## src/rtl/srct_pkg.sv

```systemverilog
package srct_pkg;
    localparam int ID_W   = 5;
    localparam int AD_W   = 16;
    localparam int UA_W   = 10;
    localparam int ADDR_W = AD_W + UA_W;
    localparam logic [ID_W-1:0] ID_NONE = '1;

    typedef struct packed {
        logic              is_data;
        logic [ID_W-1:0]   id;
        logic [ADDR_W-1:0] payload;
    } trace_ent_t;
endpackage

```

## src/rtl/srct_id_drive.sv

```systemverilog
module srct_id_drive
    import srct_pkg::*;
(
    input  logic [ID_W-1:0] txn_id,
    input  logic            addr_phase,
    input  logic            data_phase,
    output logic [ID_W-1:0] src_id
);
    always_comb begin
        src_id = (addr_phase || data_phase) ? txn_id : ID_NONE;
    end
endmodule

```

## src/rtl/srct_capture.sv

```systemverilog
module srct_capture
    import srct_pkg::*;
#(
    parameter int DROP_W = 8
) (
    input  logic              clk,
    input  logic              rst,
    input  logic [ID_W-1:0]   obs_id,
    input  logic              obs_ale,
    input  logic              obs_dval,
    input  logic [AD_W-1:0]   obs_ad,
    input  logic [UA_W-1:0]   obs_ua,
    output logic              push0,
    output trace_ent_t        ent0,
    output logic              push1,
    output trace_ent_t        ent1,
    output logic [DROP_W-1:0] drop_count
);
    logic [ID_W-1:0] stg_id;
    logic            stg_ale, stg_dval;
    logic [AD_W-1:0] stg_ad;
    logic [UA_W-1:0] stg_ua;
    logic            id_ok;
    trace_ent_t      addr_ent, data_ent;

    always_ff @(posedge clk) begin
        if (rst) begin
            stg_id   <= ID_NONE;
            stg_ale  <= 1'b0;
            stg_dval <= 1'b0;
            stg_ad   <= '0;
            stg_ua   <= '0;
        end else begin
            stg_id   <= obs_id;
            stg_ale  <= obs_ale;
            stg_dval <= obs_dval;
            stg_ad   <= obs_ad;
            stg_ua   <= obs_ua;
        end
    end

    always_comb begin
        id_ok            = (stg_id != ID_NONE);
        addr_ent.is_data = 1'b0;
        addr_ent.id      = stg_id;
        addr_ent.payload = {stg_ad, stg_ua};
        data_ent.is_data = 1'b1;
        data_ent.id      = stg_id;
        data_ent.payload = {{UA_W{1'b0}}, stg_ad};
        push0 = 1'b0;
        push1 = 1'b0;
        ent0  = addr_ent;
        ent1  = data_ent;
        if (id_ok) begin
            if (stg_ale) begin
                push0 = 1'b1;
                push1 = stg_dval;
            end else if (stg_dval) begin
                push0 = 1'b1;
                ent0  = data_ent;
            end
        end
    end

    always_ff @(posedge clk) begin
        if (rst) begin
            drop_count <= '0;
        end else if (!id_ok && (stg_ale || stg_dval) && (drop_count != '1)) begin
            drop_count <= drop_count + DROP_W'(1);
        end
    end
endmodule

```

## src/rtl/srct_fifo.sv

```systemverilog
module srct_fifo
    import srct_pkg::*;
#(
    parameter int DEPTH = 8
) (
    input  logic       clk,
    input  logic       rst,
    input  logic       push0,
    input  trace_ent_t ent0,
    input  logic       push1,
    input  trace_ent_t ent1,
    input  logic       rd_ready,
    output logic       rd_valid,
    output trace_ent_t head,
    input  logic       ovf_clear,
    output logic       overflow
);
    localparam int PTR_W = $clog2(DEPTH);
    localparam int CNT_W = PTR_W + 1;

    trace_ent_t       mem [DEPTH];
    logic [PTR_W-1:0] wp, rp, wp_next;
    logic [CNT_W-1:0] count, free;
    logic             acc0, acc1, lost, pop;

    always_comb begin
        free     = CNT_W'(DEPTH) - count;
        acc0     = push0 && (free != '0);
        acc1     = push1 && (free >= CNT_W'(2));
        lost     = (push0 && !acc0) || (push1 && !acc1);
        rd_valid = (count != '0);
        pop      = rd_valid && rd_ready;
        wp_next  = wp + PTR_W'(1);
        head     = mem[rp];
    end

    always_ff @(posedge clk) begin
        if (acc0) mem[wp] <= ent0;
        if (acc1) mem[wp_next] <= ent1;
    end

    always_ff @(posedge clk) begin
        if (rst) begin
            wp       <= '0;
            rp       <= '0;
            count    <= '0;
            overflow <= 1'b0;
        end else begin
            wp    <= wp + PTR_W'(acc0) + PTR_W'(acc1);
            rp    <= rp + PTR_W'(pop);
            count <= count + CNT_W'(acc0) + CNT_W'(acc1) - CNT_W'(pop);
            if (lost)           overflow <= 1'b1;
            else if (ovf_clear) overflow <= 1'b0;
        end
    end
endmodule

```

## src/rtl/srct_top.sv

```systemverilog
module srct_top
    import srct_pkg::*;
#(
    parameter int DEPTH  = 8,
    parameter int DROP_W = 8
) (
    input  logic              clk,
    input  logic              rst,
    input  logic [4:0]        txn_id,
    input  logic              addr_phase,
    input  logic              data_phase,
    output logic [4:0]        src_id_o,
    input  logic [4:0]        obs_id,
    input  logic              obs_ale,
    input  logic              obs_dval,
    input  logic [15:0]       obs_ad,
    input  logic [9:0]        obs_ua,
    output logic              rd_valid,
    input  logic              rd_ready,
    output logic              rd_is_data,
    output logic [4:0]        rd_id,
    output logic [25:0]       rd_payload,
    output logic              overflow,
    input  logic              ovf_clear,
    output logic [DROP_W-1:0] drop_count
);
    logic       push0, push1;
    trace_ent_t ent0, ent1, head;

    srct_id_drive u_drive (
        .txn_id     (txn_id),
        .addr_phase (addr_phase),
        .data_phase (data_phase),
        .src_id     (src_id_o)
    );

    srct_capture #(.DROP_W(DROP_W)) u_cap (
        .clk        (clk),
        .rst        (rst),
        .obs_id     (obs_id),
        .obs_ale    (obs_ale),
        .obs_dval   (obs_dval),
        .obs_ad     (obs_ad),
        .obs_ua     (obs_ua),
        .push0      (push0),
        .ent0       (ent0),
        .push1      (push1),
        .ent1       (ent1),
        .drop_count (drop_count)
    );

    srct_fifo #(.DEPTH(DEPTH)) u_fifo (
        .clk       (clk),
        .rst       (rst),
        .push0     (push0),
        .ent0      (ent0),
        .push1     (push1),
        .ent1      (ent1),
        .rd_ready  (rd_ready),
        .rd_valid  (rd_valid),
        .head      (head),
        .ovf_clear (ovf_clear),
        .overflow  (overflow)
    );

    assign rd_is_data = head.is_data;
    assign rd_id      = head.id;
    assign rd_payload = head.payload;
endmodule

```

## config.mk

```make
export PLATFORM = sky130hd
export DESIGN_NAME = srct_top
export DESIGN_NICKNAME = d
export VERILOG_FILES = /design/src/rtl/srct_pkg.sv /design/src/rtl/srct_id_drive.sv /design/src/rtl/srct_capture.sv /design/src/rtl/srct_fifo.sv /design/src/rtl/srct_top.sv
export SDC_FILE = /design/constraint.sdc
export NUM_CORES = 1
export LEC_CHECK = 0
export BUFFER_PORTS_ARGS = -buffer_cell sky130_fd_sc_hd__buf_2
export CAP_MARGIN = 25
export CORE_MARGIN = 2
export CORE_UTILIZATION = 45
export CTS_BUF_LIST = sky130_fd_sc_hd__clkbuf_8
export CTS_CLUSTER_DIAMETER = 40
export CTS_CLUSTER_SIZE = 8
export DETAILED_ROUTE_END_ITERATION = 8
export GPL_TIMING_DRIVEN = 0
export HOLD_SLACK_MARGIN = 0.02
export SKIP_LAST_GASP = 1
export SYNTH_ARGS = -nofsm -noshare
export SYNTH_HDL_FRONTEND = slang
export SYNTH_SLANG_ARGS = --single-unit
```

## constraint.sdc

```tcl
create_clock -name clk -period 3.15 [get_ports clk]
set_clock_uncertainty 0.1 [all_clocks]
set_input_delay 0.63 -clock clk [delete_from_list [all_inputs] [get_ports clk]]
set_output_delay 0.63 -clock clk [all_outputs]
set_load 0.05 [all_outputs]
```

==> impl_metrics.json, run 1 <==
{
  "outcome": "complete, no violations",
  "grt_pass1_wl_um": 74400,
  "timing.final.crit_period_ns": 3.13,
  "internal_power_mw": 8.34,
  "rsz0062_at_grt": "yes",
  "drv_cap": 0,
  "combPwrFrac_pct": 38.7,
  "worst_slew_pin_slew_ns": 1.03,
  "antenna_left": 0,
  "synth_edf_count": 168,
  "antenna_found_initial": 1,
  "clockBufferDepth": 3,
  "hold_path.class": "in2reg",
  "peakVddDrop_uv": 636,
  "hold_buffers": 0,
  "avgRoutedWirePerCell_um": 26.6,
  "path_cells": "buf_12 -> buf_12 -> mux4_2 -> mux2_2 -> buf_2",
  "syn_avg_cell_area_um2": 11.9,
  "syn_inst": 1292,
  "power_mw": 13.6,
  "netlist_top_cells_area": "edfxtp_1 33%, dfxtp_1 18%, mux4_2 9.4%",
  "drc_errors": 0,
  "synth_area_um2": 15400,
  "cp-end-kind": "output port",
  "clock-root-buffer": "clkbuf_8",
  "arrival_ns": 2.40,
  "core-area_um2": 33600,
  "syn_nets": 1351,
  "die_height_um": 189,
  "rows": 67,
  "hold_end": "u_cap.stg_id[2]",
  "dr.pass1.iters": 8,
  "cp_max_fo": 10,
  "r2r_end": "u_fifo.mem[0][11]",
  "clk_pin_slew_ns": 0.06,
  "p_leak_nw": 6.48,
  "hold_ws_ns": 0.111,
  "numCtsBuffers": 48,
  "r2r_start": "u_fifo.count[1]",
  "cts_tree": "done",
  "crit_type": "reg2out",
  "yosysTopAreaCell": "edfxtp_1",
  "fmax_mhz": 320,
  "final_nets": 1502,
  "p_sw_mw": 5.24,
  "dieWidth_um": 189,
  "io_pins": 91,
  "grt_max_degree": 22,
  "cts-htree-levels": 2,
  "tns_ns": 0,
  "drive_gt1_share_pct": 26.3,
  "first_iter_violations": 1455,
  "cellPowerDensity_nw_per_um2": 766,
  "grt_usage_pct": 28.2,
  "clk_latency_ns": 0.61,
  "grt.overflow.total": 0,
  "hold_depth": 2,
  "ys_seq_elements": 308,
  "drv_slew": 0,
  "min-delay-start": "obs_id[2]",
  "ys_async_sr_fraction_pct": 0,
  "viasPerCell": 6.39,
  "synth_top_area_share_pct": 32.8,
  "clockPowerShare_pct": 24.5,
  "cp_slowest_cell": "mux4_2",
  "ys_seq_area_share_pct": 51.0,
  "vias": 12300,
  "grt_pass1_vias": 12000,
  "rrSetupSlack_ns": 0.10,
  "hpwl_um": 34400,
  "yosys_warnings": 0,
  "routed_wl_um": 51000,
  "hold_viol": 0,
  "start_kind": "register",
  "synth.distinct_cells": 60,
  "portBuffers": 90,
  "slew_headroom_pct": 31.3,
  "pwr-share-seq_pct": 36.8,
  "setup_viol": 0,
  "required_ns": 2.42,
  "fp.dieArea_um2": 35700,
  "areaGrowthSynthToFinish_pct": 15.4,
  "cpMostUsedCell": "buf_12",
  "slowest_delay_ns": 0.52,
  "fin_crit_sh_pct": 99.3,
  "netSwitchingFraction_pct": 38.6,
  "initial_core_util_pct": 45.7,
  "cts_sinks": 308,
  "gp_congestion": 0.953,
  "critical-path-top-delay-family": "multiplexers",
  "path_buf_inv": 3,
  "synth_ff_type": "edfxtp_1",
  "reg2regPathDepth": 8
}
[layout by cell type, fill, tap and decap left out, drive strengths merged, types with 45 or more instances in the layout]
master and instances:
nor2b 45, mux4 64, nor3 111, a221o 96, o21ai 67, nor2 48, a21oi 75, nand3 65
dfxtp 140, edfxtp 168, buf 190, clkbuf 119
[cell usage after synthesis (4+ instances only)]
cell type and instances:
xnor2_1 9, clkbuf_1 64, buf_2 44, ha_1 12, mux2i_1 20, o21a_1 21, nand3_1 65, nor2b_1 45
buf_1 27, nand2_1 36, buf_4 10, buf_6 13, a22o_1 32, nor3_2 4, nor2_1 46, mux2_2 32
o21bai_1 4, nor3_1 100, inv_1 11, edfxtp_1 168, a21oi_1 73, nor3_4 7, a221o_1 96, or2_2 15
o21ai_0 65, a21boi_0 16, and2_1 5, dfxtp_1 140, mux4_2 64
[how the worst max path moves through the flow]
stage                          from  depth (start not counted)                end  slack, ns
floorplan           u_fifo.count[1]                         10    u_fifo.count[2]       0.36
global placement       u_fifo.rp[1]                          6     rd_payload[21]      -0.29
detailed placement     u_fifo.rp[1]                          6     rd_payload[21]      -0.31
CTS                 u_fifo.count[1]                          9  u_fifo.mem[1][14]      -0.07
global route        u_fifo.count[1]                          8  u_fifo.mem[4][11]      -0.04
finish                 u_fifo.rp[0]                          5     rd_payload[21]       0.02
[metal layers]
layer  global-route usage, %  vias up  part of all wire (%)
met3                    6.67      149                    12
li1                        -     5274                     -
met1                    39.0     6006                    40
met4                    11.6        0                   4.1
met2                    42.8      853                    44
met5                       0        -                     0
[registers in the layout, summed over array words and instances, names as in the netlist]
name / count
u_cap.stg_ua: 10
u_fifo.count: 4
u_fifo.mem: 256
u_cap.stg_ad: 16
u_cap.stg_dval: 1
u_fifo.overflow: 1
u_cap.stg_ale: 1
u_fifo.rp: 3
u_cap.drop_count: 8
u_cap.stg_id: 5
u_fifo.wp: 3
[area by class of cell]
type / count / area, um^2
antenna: 1 / 2.50
buffer: 157 / 965
clock buffer: 54 / 743
clock inverter: 26 / 161
fill: 3018 / 15900
inverter: 13 / 48.8
multi-input combinational: 816 / 6750
sequential: 308 / 7850
tap: 448 / 561
timing repair buffer: 99 / 658
[power groups by stage]
stage	clock (mW)	sequential, mW	combinational, mW
5_1_grt	3.51	5.04	5.51
6_report	3.33	5.00	5.26
4_1_cts	3.36	4.98	5.10
3_5_place_dp	0	5.05	4.82
3_3_place_gp	0	5.04	4.77
2_1_floorplan	0	4.98	3.54
[what timing repair did]
action,4_1_cts,5_1_grt
endpoints found under the setup margin,135,138
gates cloned,2,3
gates resized for setup,67,21
setup buffers,3,0
pin swaps,0,2
[per-stage QoR]
step                instance area, um^2  utilization (%)  worst slack [ns]  instances
floorplan                         15400                -             0.357       1292
global placement                  16400             48.7            -0.294       1830
detailed placement                16500             49.0            -0.310       1834
CTS                               17700             52.5           -0.0709       1919
global route                      17700             52.8           -0.0369       1921
finish                            17700             52.8            0.0213       1922
[cell families after synthesis]
family          share of synthesized area (%)
buf+inv                                  5.41
fa+ha+maj                                1.37
flops                                    51.0
mux                                      13.0
xor+xnor                                 1.21
compound gates                           16.1
simple gates                             11.8
Note: power is estimated with default switching activity, not from simulation.
==> run 2, diff against run 1 <==
Settings changed: REMOVE_ABC_BUFFERS set to 1.
==> run 2 against run 1 <==
Compared with the run above: total power grew 7.2%; clock power increased by 12%; register-to-register slack about the same; first-iteration DRC count shrank 14%; setup slack better by 0.024 ns; worst hold slack better by 0.0057 ns; critical path type unchanged; critical endpoint is now rd_id[0].
==> impl_metrics.json, run 2 (same netlist as run 1, synthesis figures left out) <==
{
  "outcome": "complete, no violations",
  "core-area_um2": 33600,
  "p_leak_nw": 6.76,
  "rsz0062_at_grt": "yes",
  "grt_pass1_wl_um": 70100,
  "cts_tree": "done",
  "final_area_um2": 18300,
  "power_mw": 14.6,
  "fillerInstances": 2809,
  "required_ns": 2.42,
  "crit_type": "reg2out",
  "antenna_left": 0,
  "viasPerCell": 6.30,
  "cpMostUsedCell": "buf_12",
  "routed_wl_um": 46700,
  "setup_viol": 0,
  "hold_viol": 0,
  "drc_errors": 0,
  "io_pins": 91,
  "cp_slowest_cell": "mux4_2",
  "initial_core_util_pct": 45.7,
  "grt.overflow.total": 0,
  "rrSetupSlack_ns": 0.09,
  "dieWidth_um": 189,
  "clk_latency_ns": 0.60,
  "drive_gt1_share_pct": 28.7,
  "cellPowerDensity_nw_per_um2": 794,
  "antenna_found_initial": 0,
  "reg2regPathDepth": 8,
  "start_kind": "register",
  "grt_pass1_vias": 11600,
  "fin_crit_sh_pct": 98.6,
  "hold_path.class": "in2reg",
  "grt_usage_pct": 26.0,
  "hpwl_um": 26200,
  "fp.dieArea_um2": 35700,
  "cp_max_fo": 5,
  "worst_slew_pin_slew_ns": 1.05,
  "clockBufferDepth": 3,
  "path_buf_inv": 4,
  "area.sequential_um2": 7860,
  "cts-htree-levels": 2,
  "first_iter_violations": 1257,
  "rows": 67,
  "vias": 11600,
  "drv_cap": 0,
  "cts_sinks": 308,
  "drv_slew": 0,
  "hold_depth": 2,
  "multi_input_area_um2": 6860,
  "cp-end-kind": "output port",
  "grt_max_degree": 57,
  "arrival_ns": 2.37,
  "slew_headroom_pct": 30.0,
  "fmax_mhz": 322,
  "cp.depth": 6,
  "layout_common_cells": "168 x edfxtp_1, 137 x dfxtp_1, 100 x nor3_1, 96 x a221o_1, 73 x a21oi_1",
  "avgRoutedWirePerCell_um": 25.4,
  "clock-root-buffer": "clkbuf_8",
  "hold_ws_ns": 0.117,
  "clk_pin_slew_ns": 0.06,
  "peakVddDrop_uv": 419,
  "top_register": "u_fifo.mem",
  "timing.final.crit_period_ns": 3.10,
  "areaGrowthSynthToFinish_pct": 19.3,
  "dr.pass1.iters": 6,
  "gp_congestion": 0.748,
  "path_cells": "buf_12 -> buf_12 -> buf_16 -> mux4_2 -> mux2_4 -> buf_6",
  "placed_area_um2": 16300,
  "final_nets": 1417,
  "numCtsBuffers": 50,
  "die_height_um": 189,
  "antenna_cells": 0,
  "slowest_delay_ns": 0.50,
  "portBuffers": 90,
  "largest_register_ff_count": 256,
  "reg.largest.list": "u_fifo.mem (256), u_cap.stg_ad (16), u_cap.stg_ua (10)",
  "final_common_cell": "edfxtp_1",
  "critical-path-top-delay-family": "multiplexers"
}
==> run 2: layout make-up <==
| class | count | area share (%) |
|---|---|---|
| Tap cell | 448 | 3.06 |
| Sequential cell | 308 | 42.8 |
| Clock buffer | 55 | 4.13 |
| Clock inverter | 34 | 1.66 |
| Timing Repair Buffer | 169 | 10.6 |
| Inverter | 13 | 0.266 |
| Multi-Input combinational cell | 816 | 37.4 |
==> run 2: metal layers <==
metal  up-vias  GRT usage [%]  wire [um]
li1       5104              -          -
met1      5793           35.6      19400
met2       616           42.6      22300
met3       105           3.87       3850
met4         0           8.23       1200
met5         -              0          0
==> run 2: final timing paths <==
kind / from / endpoint
hold reg to reg: u_fifo.mem[3][31] / u_fifo.mem[3][31]
hold / removal: obs_id[4] / u_cap.stg_id[4]
setup / recovery: u_fifo.rp[0] / rd_id[0]
setup reg to reg: u_fifo.count[1] / u_fifo.mem[6][8]
==> run 2: power by group <==
| group | total (mW) | leakage, nW | switching (mW) | internal, mW |
|---|---|---|---|---|
| registers | 5.05 | 2.86 | 0.300 | 4.75 |
| clock network | 3.72 | 0.616 | 1.62 | 2.10 |
| logic | 5.79 | 3.29 | 3.37 | 2.42 |
| total | 14.6 | 6.76 | 5.30 | 9.27 |
==> run 2: worst register-to-register path: cells and delay by family (launching register included) <==
family | cells | cell delay [ns]
buffers and inverters | 2 | 0.34
AOI/OAI and AO/OA | 1 | 0.15
xor gates and xnor gates | 1 | 0.31
adders and majority gates | 1 | 0.19
DFF | 1 | 0.33
and+or+nand+nor | 3 | 1.28
==> run 2: what timing repair did <==
| action | 4_1_cts | 5_1_grt |
|---|---|---|
| setup endpoints to repair | 242 | 152 |
| cloned | 8 | 4 |
| setup buffers | 24 | 11 |
| pin swaps | 7 | 4 |
| gates resized for setup | 69 | 20 |
| hold buffers | 0 | 0 |
==> run 2: through the flow <==
step	utilization (%)	cells	TNS (ns)	setup slack (ns)
final	54.6	1843	0	0.0455
after global routing	54.6	1843	-0.297	-0.0428
after CTS	54.0	1828	-0.699	-0.102
after detailed placement	48.6	1707	-24.82	-0.216
after global placement	46.4	1672	-1212.58	-5.42
after floorplan	-	1134	-358.53	-2.13
